## src/rtl/regacc_pkg.sv

```systemverilog
package regacc_pkg;
  localparam int DW = 32;

  typedef enum logic [2:0] {
    ST_IDLE,
    ST_SPLIT,
    ST_RDM,
    ST_WRM,
    ST_DONE
  } seq_state_e;
endpackage

```

## src/rtl/regacc_plan.sv

```systemverilog
// Decodes a new host request against the width table.
module regacc_plan #(
  parameter int OFF_W     = 10,
  parameter int ERR_LIMIT = 512
) (
  input  logic [OFF_W-1:0] off,
  input  logic [1:0]       size_code,
  input  logic [1:0]       wt_code,
  output logic             bad,
  output logic             narrow,
  output logic [1:0]       slog,
  output logic [1:0]       wlog,
  output logic [1:0]       nsub_m1,
  output logic [OFF_W-1:0] base_off
);
  logic [1:0] diff;

  always_comb begin
    case (size_code)
      2'd0:    slog = 2'd0;
      2'd1:    slog = 2'd1;
      default: slog = 2'd2;
    endcase
    case (wt_code)
      2'd3:    wlog = 2'd2;
      2'd2:    wlog = 2'd1;
      default: wlog = 2'd0;
    endcase
    narrow   = slog < wlog;
    diff     = slog - wlog;
    case (diff)
      2'd2:    nsub_m1 = 2'd3;
      2'd1:    nsub_m1 = 2'd1;
      default: nsub_m1 = 2'd0;
    endcase
    base_off = off & ({OFF_W{1'b1}} << slog);
    bad      = 32'(off) >= 32'(ERR_LIMIT);
  end
endmodule

```

## src/rtl/regacc_lane.sv

```systemverilog
// Big-endian lane extraction and merge inside one native register.
module regacc_lane (
  input  logic [31:0] native,
  input  logic [31:0] wdata,
  input  logic [1:0]  off_lo,
  input  logic [1:0]  slog,
  input  logic [1:0]  wlog,
  output logic [31:0] lane_rd,
  output logic [31:0] lane_merged
);
  logic [2:0]  wbytes, sbytes, pos, shb;
  logic [5:0]  sh;
  logic [31:0] smask;

  always_comb begin
    wbytes = 3'd1 << wlog;
    sbytes = 3'd1 << slog;
    pos    = {1'b0, off_lo} & (wbytes - 3'd1);
    shb    = wbytes - pos - sbytes;
    sh     = {shb, 3'b000};
    case (slog)
      2'd0:    smask = 32'h0000_00FF;
      2'd1:    smask = 32'h0000_FFFF;
      default: smask = 32'hFFFF_FFFF;
    endcase
    lane_rd     = (native >> sh) & smask;
    lane_merged = (native & ~(smask << sh)) | ((wdata & smask) << sh);
  end
endmodule

```

## src/rtl/regacc_seq.sv

```systemverilog
// Sequencer: one native access per cycle, then a completion cycle.
module regacc_seq
  import regacc_pkg::*;
#(
  parameter int OFF_W = 10
) (
  input  logic             clk,
  input  logic             rst_n,
  input  logic             req_valid,
  input  logic             req_write,
  input  logic [31:0]      req_wdata,
  input  logic             plan_bad,
  input  logic             plan_narrow,
  input  logic [1:0]       plan_slog,
  input  logic [1:0]       plan_wlog,
  input  logic [1:0]       plan_nsub_m1,
  input  logic [OFF_W-1:0] plan_base,
  input  logic [31:0]      lane_rd,
  input  logic [31:0]      lane_merged,
  input  logic [31:0]      rf_rdata,
  output logic             busy,
  output logic             rsp_ready,
  output logic             rsp_err,
  output logic [31:0]      rsp_rdata,
  output logic             rf_en,
  output logic             rf_we,
  output logic [1:0]       rf_size,
  output logic [OFF_W-1:0] rf_addr,
  output logic [31:0]      rf_wdata,
  output logic [1:0]       off_lo,
  output logic [1:0]       slog_q,
  output logic [1:0]       wlog_q,
  output logic [31:0]      wdata_q
);
  seq_state_e       state, state_d;
  logic [OFF_W-1:0] off_q;
  logic             we_q, err_q;
  logic [1:0]       nsub_q, cnt, cnt_d;
  logic [31:0]      hold, hold_d;
  logic             load;
  logic [5:0]       wbits;
  logic [31:0]      wmask;
  logic [OFF_W-1:0] nat_addr;

  always_comb begin
    wbits = 6'd8 << wlog_q;
    case (wlog_q)
      2'd0:    wmask = 32'h0000_00FF;
      2'd1:    wmask = 32'h0000_FFFF;
      default: wmask = 32'hFFFF_FFFF;
    endcase
    nat_addr = off_q & ({OFF_W{1'b1}} << wlog_q);
  end

  always_comb begin
    state_d  = state;
    hold_d   = hold;
    cnt_d    = cnt;
    load     = 1'b0;
    rf_en    = 1'b0;
    rf_we    = 1'b0;
    rf_size  = 2'd0;
    rf_addr  = '0;
    rf_wdata = '0;
    case (state)
      ST_IDLE: begin
        if (req_valid) begin
          load  = 1'b1;
          cnt_d = 2'd0;
          hold_d = (req_write && !plan_narrow) ?
                   (req_wdata << (6'd32 - (6'd8 << plan_slog))) : 32'd0;
          if (plan_bad)         state_d = ST_DONE;
          else if (plan_narrow) state_d = ST_RDM;
          else                  state_d = ST_SPLIT;
        end
      end
      ST_SPLIT: begin
        rf_en    = 1'b1;
        rf_we    = we_q;
        rf_size  = wlog_q;
        rf_addr  = off_q + (OFF_W'(cnt) << wlog_q);
        rf_wdata = hold >> (6'd32 - wbits);
        hold_d   = we_q ? (hold << wbits) : ((hold << wbits) | (rf_rdata & wmask));
        cnt_d    = cnt + 2'd1;
        if (cnt == nsub_q) state_d = ST_DONE;
      end
      ST_RDM: begin
        rf_en   = 1'b1;
        rf_size = wlog_q;
        rf_addr = nat_addr;
        hold_d  = we_q ? lane_merged : lane_rd;
        state_d = we_q ? ST_WRM : ST_DONE;
      end
      ST_WRM: begin
        rf_en    = 1'b1;
        rf_we    = 1'b1;
        rf_size  = wlog_q;
        rf_addr  = nat_addr;
        rf_wdata = hold;
        state_d  = ST_DONE;
      end
      default: state_d = ST_IDLE;
    endcase
  end

  always_ff @(posedge clk or negedge rst_n) begin
    if (!rst_n) begin
      state <= ST_IDLE;
      hold  <= '0;
      cnt   <= '0;
    end else begin
      state <= state_d;
      hold  <= hold_d;
      cnt   <= cnt_d;
    end
  end

  always_ff @(posedge clk or negedge rst_n) begin
    if (!rst_n) begin
      off_q   <= '0;
      we_q    <= 1'b0;
      err_q   <= 1'b0;
      nsub_q  <= '0;
      slog_q  <= '0;
      wlog_q  <= '0;
      wdata_q <= '0;
    end else if (load) begin
      off_q   <= plan_base;
      we_q    <= req_write;
      err_q   <= plan_bad;
      nsub_q  <= plan_nsub_m1;
      slog_q  <= plan_slog;
      wlog_q  <= plan_wlog;
      wdata_q <= req_wdata;
    end
  end

  assign busy      = state != ST_IDLE;
  assign rsp_ready = state == ST_DONE;
  assign rsp_err   = rsp_ready && err_q;
  assign rsp_rdata = (rsp_ready && !we_q && !err_q) ? hold : 32'd0;
  assign off_lo    = off_q[1:0];
endmodule

```

## src/rtl/regacc_adapter.sv

```systemverilog
module regacc_adapter #(
  parameter int ADDR_W    = 32,
  parameter int OFF_W     = 10,
  parameter int ERR_LIMIT = 512,
  localparam int IDX_W    = OFF_W - 2
) (
  input  logic              clk,
  input  logic              rst_n,
  input  logic              req_valid,
  input  logic              req_write,
  input  logic [1:0]        req_size,
  input  logic [ADDR_W-1:0] req_addr,
  input  logic [31:0]       req_wdata,
  output logic              busy,
  output logic              rsp_ready,
  output logic              rsp_err,
  output logic [31:0]       rsp_rdata,
  output logic [IDX_W-1:0]  wt_idx,
  input  logic [1:0]        wt_code,
  output logic              rf_en,
  output logic              rf_we,
  output logic [1:0]        rf_size,
  output logic [OFF_W-1:0]  rf_addr,
  output logic [31:0]       rf_wdata,
  input  logic [31:0]       rf_rdata
);
  logic             p_bad, p_narrow;
  logic [1:0]       p_slog, p_wlog, p_nsub_m1;
  logic [OFF_W-1:0] p_base;
  logic [31:0]      lane_rd, lane_merged, wdata_q;
  logic [1:0]       off_lo, slog_q, wlog_q;
  logic             unused_hi;

  assign wt_idx    = req_addr[OFF_W-1:2];
  assign unused_hi = ^req_addr[ADDR_W-1:OFF_W];

  regacc_plan #(.OFF_W(OFF_W), .ERR_LIMIT(ERR_LIMIT)) u_plan (
    .off(req_addr[OFF_W-1:0]), .size_code(req_size), .wt_code(wt_code),
    .bad(p_bad), .narrow(p_narrow), .slog(p_slog), .wlog(p_wlog),
    .nsub_m1(p_nsub_m1), .base_off(p_base)
  );

  regacc_lane u_lane (
    .native(rf_rdata), .wdata(wdata_q), .off_lo(off_lo), .slog(slog_q),
    .wlog(wlog_q), .lane_rd(lane_rd), .lane_merged(lane_merged)
  );

  regacc_seq #(.OFF_W(OFF_W)) u_seq (
    .clk(clk), .rst_n(rst_n), .req_valid(req_valid), .req_write(req_write),
    .req_wdata(req_wdata), .plan_bad(p_bad), .plan_narrow(p_narrow),
    .plan_slog(p_slog), .plan_wlog(p_wlog), .plan_nsub_m1(p_nsub_m1),
    .plan_base(p_base), .lane_rd(lane_rd), .lane_merged(lane_merged),
    .rf_rdata(rf_rdata), .busy(busy), .rsp_ready(rsp_ready),
    .rsp_err(rsp_err), .rsp_rdata(rsp_rdata), .rf_en(rf_en), .rf_we(rf_we),
    .rf_size(rf_size), .rf_addr(rf_addr), .rf_wdata(rf_wdata),
    .off_lo(off_lo), .slog_q(slog_q), .wlog_q(wlog_q), .wdata_q(wdata_q)
  );
endmodule

```

## config.mk

```make
export PLATFORM = sky130hd
export DESIGN_NAME = regacc_adapter
export DESIGN_NICKNAME = d
export VERILOG_FILES = /design/src/rtl/regacc_pkg.sv /design/src/rtl/regacc_plan.sv /design/src/rtl/regacc_lane.sv /design/src/rtl/regacc_seq.sv /design/src/rtl/regacc_adapter.sv
export SDC_FILE = /design/constraint.sdc
export NUM_CORES = 1
export LEC_CHECK = 0
export BUFFER_PORTS_ARGS = -buffer_cell sky130_fd_sc_hd__buf_2
export CORE_ASPECT_RATIO = 2
export CORE_MARGIN = 3
export CORE_UTILIZATION = 40
export CTS_CLUSTER_DIAMETER = 40
export DETAILED_ROUTE_END_ITERATION = 10
export GPL_TIMING_DRIVEN = 0
export HOLD_SLACK_MARGIN = 0.02
export PLACE_DENSITY = 0.68
export SLEW_MARGIN = 0
export SYNTH_ARGS = -nofsm -noshare
export SYNTH_HDL_FRONTEND = slang
export SYNTH_SLANG_ARGS = --single-unit
```

## constraint.sdc

```tcl
create_clock -name clk -period 13.71 [get_ports clk]
set_input_delay 0 -clock clk [delete_from_list [all_inputs] [get_ports clk]]
set_output_delay 0 -clock clk [all_outputs]
set_load 0.05 [all_outputs]
```

==> run metrics <==
status=finished, final reports clean; quantity of hold-fixing buffers added after cts=70; buffers inserted during post-CTS setup optimization=0; setup repair after global routing missed its margin=false; wire length of the first global-routing pass=53.1 mm; power per unit of standard cell area=296 nW/um^2; clock latency on the worst-skew pair=360 ps; largest net degree at the start of global routing=55; P_int=1.25 mW; remaining antenna violation count after routing=0; deepest clock path buffer count=2; clock tree from TritonCTS=yes; most congested layer reported by global routing=met2; Layout Nets=1391; leading cell type in the layout, fill and taps excluded=sky130_fd_sc_hd__nand2_1; clock group share of total power=10.1%; post-route DRC violation count=0; synthesized area=7610 sq um; number of antenna violations at the first check in global routing=0; Routed WL per cell=22.5 um; Total Negative Setup Slacks=0 ps; Top-Level Pins=193; final count of negative-setup-slack endpoints=0; sum of overflow across all layers after global routing=0; kind of end point of the critical path=register; nature of the critical path startpoint=register; synthesized instance count=1024; number of enable-type register cells in the synthesized netlist=0; Iteration-0 DRC Markers=729; fraction of the cycle the final worst path needs=46.7%; total power after layout=2.92 mW; switching fraction of total power=57.2%; pins over their slew limit=0; Die Y-Extent=201 um; detail-routed via count per cell=5.85; async set-reset flop share out of synthesis=100%; power dissipated by switching net loads=1.67 mW; FF+latch count, synth=87; area growth from synthesis to final layout=29.4%; final HPWL from detailed placement=27.2 mm; clock-pin slew on the worst setup and hold paths=70 ps; number of hold violations in the final report=0; fmax=0.156 GHz; mean instance size in the synthesized netlist=7.44 sq um; largest voltage drop on the vdd net=179 uV; Die Area=20800 sq um; number of library cell types mapped by synthesis=63; critical path required time=13980 ps; worst slew margin relative to its limit=11.7%; critical-path maximum fanout=10; detailed-routing iteration count for the pre-antenna-repair pass=8; most frequent cells in the layout=236 x sky130_fd_sc_hd__nand2_1, 179 x sky130_fd_sc_hd__buf_2, 91 x sky130_fd_sc_hd__nor2_1; global-route track usage on met1=34.2%; critical path start-end classification=register to register; CTS-repair resized insts=0; clock root cell=sky130_fd_sc_hd__clkbuf_16; Setup Skew=8.86 ps; sequential cell area fraction in the yosys report=28.6%; number of port buffers=168; leak pwr=4.50 nW; post-layout min period=6400 ps; dominant register cell in the synthesized netlist=sky130_fd_sc_hd__dfrtp_1; part of the power in registers=19.7%; type of the most critical hold path=input port to register; Core Box Area=18500 sq um; filler instances=1796; die span in x=104 um; synth warn=0; met3 global-route usage=5.01%; number of buffers created by CTS=9; fraction of layout cells with a size suffix above 1=19.5%; CTS H-Tree Depth=3; initial standard-cell utilization of the core=41.2%; Worst-Margin Slew=1310 ps; Maximum Capacitance Violations=0; number of placement rows=70; GRT Overall Usage=32.8%; proportion of power drawn by combinational gates=70.2%; sum of routed wire length over all layers=34.5 mm; number of sinks on the clock net=87; DR vias=8957; GP Congestion=1.01; met2 global-route usage=57.8%; WP data arrival=6670 ps; via count of the first global-routing pass=9296; nets in the synthesized netlist=1141
cells in the mapped netlist (2+ instances only):
cell type                  number  area share (%)
sky130_fd_sc_hd__fa_1           4             1.1
sky130_fd_sc_hd__ha_1           9             1.5
sky130_fd_sc_hd__buf_4         10            0.99
sky130_fd_sc_hd__inv_1         16            0.79
sky130_fd_sc_hd__and3_1         7            0.58
sky130_fd_sc_hd__o211ai_1       3            0.30
sky130_fd_sc_hd__nor2_2         2            0.16
sky130_fd_sc_hd__nor2_1        91             4.5
sky130_fd_sc_hd__o21ai_0       80             5.3
sky130_fd_sc_hd__o221ai_1       8            0.92
sky130_fd_sc_hd__a22o_1        17             2.0
sky130_fd_sc_hd__buf_1          7            0.35
sky130_fd_sc_hd__o31ai_1        2            0.20
sky130_fd_sc_hd__a31oi_1       39             3.2
sky130_fd_sc_hd__mux2_2        19             2.8
sky130_fd_sc_hd__mux4_2         8             2.4
sky130_fd_sc_hd__a21oi_1       72             4.7
sky130_fd_sc_hd__xor2_1         3            0.35
sky130_fd_sc_hd__clkbuf_1      56             2.8
sky130_fd_sc_hd__a222oi_1       8             1.1
sky130_fd_sc_hd__o32ai_4        2            0.72
sky130_fd_sc_hd__nor3_1         3            0.20
sky130_fd_sc_hd__nand3_1       15            0.99
sky130_fd_sc_hd__or3_1          3            0.25
sky130_fd_sc_hd__xnor2_1        3            0.35
sky130_fd_sc_hd__o21a_1         3            0.30
sky130_fd_sc_hd__and2_1        46             3.8
sky130_fd_sc_hd__mux2i_1       39             5.1
sky130_fd_sc_hd__buf_2         12            0.79
sky130_fd_sc_hd__or4_1          3            0.30
sky130_fd_sc_hd__nor2b_1       16             1.3
sky130_fd_sc_hd__nand2_1      236              12
sky130_fd_sc_hd__dfrtp_1       87              29
sky130_fd_sc_hd__nand2b_1      10            0.82
sky130_fd_sc_hd__a211oi_1      14             1.4
sky130_fd_sc_hd__a21o_1         4            0.39
sky130_fd_sc_hd__o22ai_1        9            0.74
sky130_fd_sc_hd__a22oi_1       24             2.4
sky130_fd_sc_hd__a32oi_1        8            0.92
sky130_fd_sc_hd__or2_2          3            0.25
layout make-up:
type,instances,area (sq um),area share (%)
Timing Repair Buffer,239,1570,16.0
Antenna cell,1,2.50,0.0254
Sequential cell,87,2180,22.1
Clock buffer,12,256,2.60
Clock inverter,3,90.1,0.915
Inverter,17,63.8,0.648
Buffer,86,383,3.89
Multi-Input combinational cell,834,4990,50.7
Tap cell,252,315,3.20
worst paths after layout:
check | from | to | slack [ps] | depth (start not counted)
max | u_seq.wlog_q[1]$_DFFE_PN0P_ | u_seq.hold[3]$_DFFE_PN0P_ | 7310 | 16
min | rf_rdata[2] | u_seq.hold[2]$_DFFE_PN0P_ | 30 | 3
max reg2reg | u_seq.wlog_q[1]$_DFFE_PN0P_ | u_seq.hold[3]$_DFFE_PN0P_ | 7310 | 16
min reg2reg | u_seq.wdata_q[29]$_DFFE_PN0P_ | u_seq.wdata_q[29]$_DFFE_PN0P_ | 490 | 2
max in group asynchronous | rst_n | u_seq.hold[20]$_DFFE_PN0P_ | 12870 | 3
min in group asynchronous | rst_n | u_seq.nsub_q[0]$_DFFE_PN0P_ | 170 | 2
per-layer routing:
| metal | vias up | share of wire, % | wire [um] |
|---|---|---|---|
| li1 | 4135 | - | - |
| met1 | 4147 | 35 | 12000 |
| met2 | 504 | 51 | 17500 |
| met3 | 171 | 5.9 | 2050 |
| met4 | 0 | 8.6 | 2950 |
| met5 | - | 0 | 0 |
flip-flops by register name, summed over array words and instances, names as in the netlist, 2 cells and up:
signal	count
u_seq.hold	32
u_seq.cnt	2
u_seq.slog_q	2
u_seq.wlog_q	2
u_seq.nsub_q	2
u_seq.wdata_q	32
u_seq.state	3
u_seq.off_q	10
per-stage QoR:
stage | area (sq um) | utilization, % | setup WS (ps) | hold WS, ps | std cells
3_5_place_dp | 8800 | 47.6 | 7480 | 9.25 | 1445
4_1_cts | 9850 | 53.3 | 7450 | 26.6 | 1530
5_1_grt | 9850 | 53.3 | 7140 | 65.7 | 1530
3_3_place_gp | 8770 | 47.5 | 7500 | 206 | 1444
6_report | 9850 | 53.3 | 7310 | 29.7 | 1531
2_1_floorplan | 7610 | - | 9230 | -296 | 1024
critical path, cell delays in order (launching register included):
cell                       delay, ps
sky130_fd_sc_hd__dfrtp_1         480
sky130_fd_sc_hd__or2_2           160
sky130_fd_sc_hd__buf_2           230
sky130_fd_sc_hd__clkbuf_1        450
sky130_fd_sc_hd__clkbuf_1        620
sky130_fd_sc_hd__ha_1            260
sky130_fd_sc_hd__clkbuf_1        520
sky130_fd_sc_hd__clkbuf_1        570
sky130_fd_sc_hd__nor2_1           90
sky130_fd_sc_hd__ha_1            300
sky130_fd_sc_hd__fa_1            550
sky130_fd_sc_hd__buf_2           360
sky130_fd_sc_hd__buf_1           580
sky130_fd_sc_hd__nand3b_2        390
sky130_fd_sc_hd__nor2_2          450
sky130_fd_sc_hd__nand2_1         100
sky130_fd_sc_hd__a31oi_1         180
power by group through the flow:
stage               logic [mW]  registers, mW  clock network, mW
global placement          1.98          0.562                  0
detailed placement        1.99          0.569                  0
global route              2.20          0.587              0.306
CTS                       2.02          0.564              0.295
floorplan                 1.45          0.494                  0
finish                    2.05          0.575              0.295
logic make-up (layout without fill, tap and decap cells):
logic type                 count (synthesis)  count (layout)  share of synthesized area, %
and+or+nand+nor                          443             443                          25.8
other                                      0               1                             0
buffers and inverters                    103             357                          5.87
adders and majority gates                 13              13                          2.53
AOI/OAI and AO/OA                        305             305                          25.9
muxes                                     66              66                          10.3
xor gates and xnor gates                   7               7                          1.00
DFF                                       87              87                          28.6
Note: power is estimated with default switching activity, not from simulation.
